`config.mk`:
```
export PLATFORM = sky130hd
export DESIGN_NAME = acq_scan_seq
export DESIGN_NICKNAME = d
export VERILOG_FILES = /design/src/rtl/acq_scan_pkg.sv /design/src/rtl/acq_clk_div.sv /design/src/rtl/acq_chan_step.sv /design/src/rtl/acq_cal_timer.sv /design/src/rtl/acq_scan_seq.sv
export SDC_FILE = /design/constraint.sdc
export NUM_CORES = 1
export LEC_CHECK = 0
export ABC_AREA = 0
export ABC_CLOCK_PERIOD_IN_PS = 3500
export CAP_MARGIN = 30
export CORE_MARGIN = 5
export CORE_UTILIZATION = 50
export DETAILED_ROUTE_END_ITERATION = 6
export PLACE_DENSITY = 0.85
export SLEW_MARGIN = 5
export SYNTH_ARGS = -nofsm -noshare
export SYNTH_HDL_FRONTEND = slang
export SYNTH_SLANG_ARGS = --single-unit
```
`constraint.sdc`:
```
create_clock -name clk -period 3.5 [get_ports clk]
set_input_delay 0.875 -clock clk [delete_from_list [all_inputs] [get_ports clk]]
set_output_delay 0.875 -clock clk [all_outputs]
set_load 0.005 [all_outputs]
```
`src/rtl/acq_scan_pkg.sv`:
```
package acq_scan_pkg;
   localparam int CFG_W      = 13;
   localparam int MODE_LSB   = 0;
   localparam int MODE_W     = 3;
   localparam int SEL_LSB    = 3;
   localparam int SEL_W      = 2;
   localparam int SHIFT_LSB  = 5;
   localparam int SHIFT_W    = 2;
   localparam int EN_LO_BIT  = 7;
   localparam int EN_HI_BIT  = 8;
   localparam int PD_ANA_BIT = 11;
   localparam int PD_DIG_BIT = 12;
   localparam int CHAN_W     = 2;

   typedef logic [MODE_W-1:0] mode_t;
   typedef logic [CHAN_W-1:0] chan_t;

   // first channel of the group chosen by a mode code
   function automatic chan_t grp_first(input mode_t m);
      if (m[2])          return m[1:0];
      else if (m == 3'b011) return chan_t'(2);
      else               return chan_t'(0);
   endfunction

   // last channel of the group chosen by a mode code
   function automatic chan_t grp_last(input mode_t m);
      if (m[2])          return m[1:0];
      else if (m == 3'b010) return chan_t'(1);
      else               return chan_t'(3);
   endfunction

   function automatic logic grp_valid(input mode_t m);
      return m != 3'b000;
   endfunction
endpackage

```
`src/rtl/acq_clk_div.sv`:
```
module acq_clk_div #(
   parameter int NUM_MCLK = 4,
   parameter int SEL_W    = 2,
   parameter int SHIFT_W  = 2
) (
   input  logic                clk,
   input  logic                rst_n,
   input  logic                clr,
   input  logic                adv,
   input  logic [SEL_W-1:0]    sel,
   input  logic [SHIFT_W-1:0]  shift,
   input  logic [NUM_MCLK-1:0] mclk_en,
   output logic                tick
);
   localparam int SRC_N     = 1 << SEL_W;
   localparam int MAX_SHIFT = (1 << SHIFT_W) - 1;
   localparam int CNT_W     = (MAX_SHIFT > 0) ? MAX_SHIFT : 1;

   logic [SRC_N-1:0] src_vec;
   logic             pulse;
   logic [CNT_W-1:0] cnt, lim;

   generate
      if (NUM_MCLK > SRC_N || NUM_MCLK < 1) begin : g_bad
         $error("acq_clk_div: NUM_MCLK out of range for select width");
      end
      if (NUM_MCLK < SRC_N) begin : g_pad
         assign src_vec = {{(SRC_N-NUM_MCLK){1'b0}}, mclk_en};
      end else begin : g_full
         assign src_vec = mclk_en;
      end
   endgenerate

   assign pulse = src_vec[sel];

   always_comb begin
      lim = '0;
      for (int i = 0; i < CNT_W; i++) lim[i] = (i < int'(shift));
   end

   assign tick = adv && pulse && (cnt == lim);

   always_ff @(posedge clk) begin
      if (!rst_n || clr)        cnt <= '0;
      else if (adv && pulse)    cnt <= (cnt == lim) ? '0 : cnt + CNT_W'(1);
   end
endmodule

```
`src/rtl/acq_chan_step.sv`:
```
module acq_chan_step
   import acq_scan_pkg::*;
(
   input  logic  clk,
   input  logic  rst_n,
   input  logic  restart,
   input  mode_t restart_mode,
   input  logic  step,
   input  mode_t mode,
   output chan_t ptr
);
   always_ff @(posedge clk) begin
      if (!rst_n)       ptr <= '0;
      else if (restart) ptr <= grp_first(restart_mode);
      else if (step)    ptr <= (ptr == grp_last(mode)) ? grp_first(mode) : ptr + chan_t'(1);
   end
endmodule

```
`src/rtl/acq_cal_timer.sv`:
```
module acq_cal_timer #(
   parameter int CAL_CYCLES = 1000
) (
   input  logic clk,
   input  logic rst_n,
   input  logic start,
   input  logic kill,
   output logic busy
);
   localparam int CW = $clog2(CAL_CYCLES + 1);

   logic [CW-1:0] cnt;

   generate
      if (CAL_CYCLES < 1) begin : g_bad
         $error("acq_cal_timer: CAL_CYCLES must be at least 1");
      end
   endgenerate

   always_ff @(posedge clk) begin
      if (!rst_n || kill)   cnt <= '0;
      else if (start)       cnt <= CW'(CAL_CYCLES);
      else if (cnt != '0)   cnt <= cnt - CW'(1);
   end

   assign busy = (cnt != '0);
endmodule

```
`src/rtl/acq_scan_seq.sv`:
```
module acq_scan_seq
   import acq_scan_pkg::*;
#(
   parameter int NUM_MCLK   = 4,
   parameter int CAL_CYCLES = 1000
) (
   input  logic                clk,
   input  logic                rst_n,
   input  logic                cfg_we,
   input  logic [CFG_W-1:0]    cfg_wdata,
   input  logic [NUM_MCLK-1:0] mclk_en,
   output logic                scan_strobe,
   output logic [CHAN_W-1:0]   scan_chan,
   output logic                scan_grounded,
   output logic                cal_busy,
   output logic                pd_analog,
   output logic                pd_digital
);
   mode_t              mode_q, w_mode;
   logic [SEL_W-1:0]   sel_q, w_sel;
   logic [SHIFT_W-1:0] shift_q, w_shift;
   logic [1:0]         en_q;
   logic               pda_q, pdd_q;
   logic               unused_cfg_bits;

   assign w_mode  = cfg_wdata[MODE_LSB +: MODE_W];
   assign w_sel   = cfg_wdata[SEL_LSB +: SEL_W];
   assign w_shift = cfg_wdata[SHIFT_LSB +: SHIFT_W];
   assign unused_cfg_bits = &{1'b0, cfg_wdata[10:9]};

   always_ff @(posedge clk) begin
      if (!rst_n) begin
         mode_q  <= '0;
         sel_q   <= '0;
         shift_q <= '0;
         en_q    <= '0;
         pda_q   <= 1'b1;
         pdd_q   <= 1'b1;
      end else if (cfg_we) begin
         mode_q  <= w_mode;
         sel_q   <= w_sel;
         shift_q <= w_shift;
         en_q    <= {cfg_wdata[EN_HI_BIT], cfg_wdata[EN_LO_BIT]};
         pda_q   <= cfg_wdata[PD_ANA_BIT];
         pdd_q   <= cfg_wdata[PD_DIG_BIT];
      end
   end

   logic powered, run, clk_change, mode_change, tick, step;
   chan_t ptr;

   assign powered     = !pda_q && !pdd_q;
   assign run         = powered && !cal_busy;
   assign clk_change  = cfg_we && ((w_sel != sel_q) || (w_shift != shift_q));
   assign mode_change = cfg_we && (w_mode != mode_q);

   acq_clk_div #(
      .NUM_MCLK (NUM_MCLK),
      .SEL_W    (SEL_W),
      .SHIFT_W  (SHIFT_W)
   ) u_div (
      .clk     (clk),
      .rst_n   (rst_n),
      .clr     (!run || clk_change),
      .adv     (run && !cfg_we),
      .sel     (sel_q),
      .shift   (shift_q),
      .mclk_en (mclk_en),
      .tick    (tick)
   );

   assign step = tick && grp_valid(mode_q);

   acq_chan_step u_step (
      .clk          (clk),
      .rst_n        (rst_n),
      .restart      (!run || mode_change),
      .restart_mode (cfg_we ? w_mode : mode_q),
      .step         (step),
      .mode         (mode_q),
      .ptr          (ptr)
   );

   acq_cal_timer #(
      .CAL_CYCLES (CAL_CYCLES)
   ) u_cal (
      .clk   (clk),
      .rst_n (rst_n),
      .start (cfg_we && !powered && !cfg_wdata[PD_ANA_BIT] && !cfg_wdata[PD_DIG_BIT]),
      .kill  (cfg_we && (cfg_wdata[PD_ANA_BIT] || cfg_wdata[PD_DIG_BIT])),
      .busy  (cal_busy)
   );

   always_ff @(posedge clk) begin
      if (!rst_n) begin
         scan_strobe   <= 1'b0;
         scan_chan     <= '0;
         scan_grounded <= 1'b0;
      end else begin
         scan_strobe <= step;
         if (step) begin
            scan_chan     <= ptr;
            scan_grounded <= !en_q[ptr[CHAN_W-1]];
         end
      end
   end

   assign pd_analog  = pda_q;
   assign pd_digital = pdd_q;
endmodule

```
==> summary.txt <==
Cells and area
  • # diodes: 0
  • Commonest non-fill, non-tap cell in the layout: dfxtp_1
  • Layout cells sized above 1: 0.0878
  • Area Overhead vs Synth: 22.2%
  • Design Area, Final: 1890 sq um
  • Nets: 226
  • Most frequent cells in the layout: dfxtp_1 (30), clkdlybuf4s50_1 (24), nor2_1 (17)
  • Fill count: 264
  • Layout Cells excl Fill: 238

Drt
  • DRT antenna net count: 0
  • Drt drc: 0
  • DR WL/cell: 13.8 um
  • Via count: 1399
  • Via density: 5.88
  • First-pass detailed-route iteration total: 4
  • Drt initial violations: 50
  • Final WL: 3280 um

Clocking
  • Post-CTS Hold Buffers: 0
  • # Post-CTS Setup Buffers: 0
  • Clock tree buffer depth: 2
  • Worst-Skew Late Latency: 330 ps
  • H-tree depth: 2
  • Clock Tree Root: clkbuf_4
  • Num CTS Buffers: 5
  • Clk slew on worst S/H paths: ~100 ps
  • TritonCTS clock tree: yes
  • CTS sink count: 30
  • CTS resizes: 0

Logic synthesis
  • Synth async-reset ratio: 0
  • Mapped Avg Cell Area: 8.72 sq um
  • Cell count after synthesis: 177
  • Register bit count reported by yosys: 30
  • Syn. warnings: 0
  • Mapped Nets: 199
  • Post-synthesis sequential area ratio: 0.389
  • Distinct cells, synth: 37
  • Post-synth EDFFs: 0
  • Synth Flop Type: dfxtp_1
  • Area of the mapped netlist: 1540 sq um

Critical path
  • Setup crit end: cal_busy
  • R2r setup slk: around 1600 ps
  • Peak fanout along the critical path: 8
  • Classification of the worst setup path: reg2out
  • Arrival time at the worst endpoint: 2070 ps
  • R2R Path End: u_div.cnt[0]$_SDFFE_PP0P_
  • Setup crit end kind: primary output
  • Worst r2r src: u_cal.cnt[0]$_SDFFE_PP0P_
  • R2R cell count: 7
  • Worst setup SP type: flop
  • Crit path launch: u_cal.cnt[0]$_SDFFE_PP0P_
  • Req. time, crit path: 2620 ps

Placement
  • Gpl congestion: 0.845
  • Post-DP HPWL: about 2400 um
  • Count of input and output buffers: 24
  • Placed Cells: between 200 and 250
  • Worst slack at placement: 599 ps
  • Post-DP Area: 1810 sq um

Power and ir drop
  • Total power: 1.23 mW
  • P_leak: 0.712 nW
  • PD cells: 652 nW/um^2
  • Max VDD drop: 0.459 mV
  • Comb power frac: 0.401
  • Sw Share: 0.362
  • Clock share of power: 0.224
  • P_sw: 0.446 mW
  • Seq pwr share: 0.376
  • Int Pwr: 0.785 mW

Timing
  • Max Clk Rate: 339 MHz
  • Pins Over Slew Limit: 0
  • Setup TNS: 0 ps
  • Setup ws final: 550 ps
  • Fin crit period: 2950 ps
  • Unrepaired setup endpoints after global routing: false
  • Final hold viol count: 0
  • Fin crit share: 0.843
  • Worst-Margin Slew: around 530 ps
  • Setup violators final: 0
  • Relative slew margins: 0.646
  • Setup Skew: 5.94 ps

GRT
  • Grt total ovfl: 0
  • Antenna violations before repair: 0
  • Gr usage total: 0.167
  • Vias in the first global route: around 1300
  • Largest net degree at the start of global routing: 14
  • First-pass GRT wire length: 5690 um

Floorplanning
  • Core area: 3000 sq um
  • DIE HEIGHT: 65.6 um
  • Initial Util: 0.514
  • Std-Cell Rows: 20
  • Die area: approximately 4300 sq um
  • # IOs: 27
  • Die W: ~66 um

Job
  • Max Cap Violations: 0

Worst hold path
  • Worst Hold Class: reg2reg
  • Worst Min Path Start: scan_grounded$_SDFFE_PN0P_

Run status
  • Outcome: finished, final reports clean
==> critical path, stage by stage, from the launching register on <==
cell,delay [ps]
dfxtp_1,340
inv_1,60
ha_1,170
nor2b_1,380
nand3_2,280
clkdlybuf4s50_1,510
==> cell usage after synthesis (all sizes together) (2+ instances only) <==
| master | number | area (sq um) |
|---|---|---|
| xnor2 | 6 | 52.6 |
| ha | 2 | 25.0 |
| buf | 2 | 16.3 |
| dfxtp | 30 | 601 |
| o21ai | 14 | 70.1 |
| mux2i | 15 | 150 |
| a21oi | 13 | 65.1 |
| a31oi | 5 | 31.3 |
| or4 | 5 | 45.0 |
| or3b | 2 | 17.5 |
| xor2 | 7 | 61.3 |
| clkbuf | 4 | 15.0 |
| a211oi | 2 | 15.0 |
| inv | 4 | 15.0 |
| or3 | 2 | 12.5 |
| o211ai | 4 | 30.0 |
| nand3 | 8 | 45.0 |
| nor2b | 3 | 18.8 |
| nor3 | 7 | 45.0 |
| nor2 | 17 | 63.8 |
| nand4 | 3 | 18.8 |
| nand2 | 11 | 41.3 |
| nand2b | 3 | 18.8 |
==> power by group through the flow <==
| stage | Clock (mW) | Sequential [mW] | Combinational (mW) |
|---|---|---|---|
| finish | 0.275 | 0.462 | 0.493 |
| global route | 0.293 | 0.471 | 0.548 |
| CTS | 0.277 | 0.461 | 0.490 |
| detailed placement | 0 | 0.469 | 0.488 |
| global placement | 0 | 0.467 | 0.476 |
| floorplan | 0 | 0.448 | 0.388 |
==> per-stage QoR <==
stage	hold WS, ps	utilization
after floorplan	460	-
after global placement	468	0.603
after detailed placement	473	0.603
after CTS	492	0.628
after global routing	531	0.628
final	498	0.628
==> layer usage <==
| layer | global-route usage | wire length [um] |
|---|---|---|
| met5 | 0 | 0 |
| met4 | 0.0725 | 59 |
| met3 | 0.0376 | 134 |
| met2 | 0.265 | 1490 |
| met1 | 0.217 | 1600 |
==> worst min-delay path by stage <==
stage	endpoint	cells past startpoint	slack, ps
2_1_floorplan	en_q[0]$_SDFFE_PN0P_	2	460
3_3_place_gp	scan_grounded$_SDFFE_PN0P_	2	470
3_5_place_dp	scan_grounded$_SDFFE_PN0P_	2	470
4_1_cts	scan_grounded$_SDFFE_PN0P_	2	490
5_1_grt	scan_chan[0]$_SDFFE_PN0P_	2	530
6_report	scan_grounded$_SDFFE_PN0P_	2	500
==> kinds of logic after synthesis <==
kind of cell / Yosys count / synth area share
AND/OR/NAND/NOR: 64 / 0.229
AO/OA/AOI/OAI: 43 / 0.165
flip-flops: 30 / 0.389
multiplexers: 15 / 0.0972
XOR/XNOR: 13 / 0.0737
buffers and inverters: 10 / 0.0300
adder cells (fa/ha/maj): 2 / 0.0162
==> sequential cells by signal (all words and copies together), names as in the netlist, 2 cells and up <==
signal / flops
u_cal.cnt: 10
mode_q: 3
u_div.cnt: 3
en_q: 2
scan_chan: 2
sel_q: 2
shift_q: 2
u_step.ptr: 2
==> cell type report <==
type | count | area (sq um) | area share
Timing Repair Buffer | 26 | 255 | 0.135
Clock buffer | 5 | 37.5 | 0.0199
Inverter | 4 | 15.0 | 0.00796
Multi-Input combinational cell | 137 | 897 | 0.475
Tap cell | 33 | 41.3 | 0.0219
Clock inverter | 3 | 40.0 | 0.0212
Sequential cell | 30 | 601 | 0.318
Power figures use the tool's default switching activity.
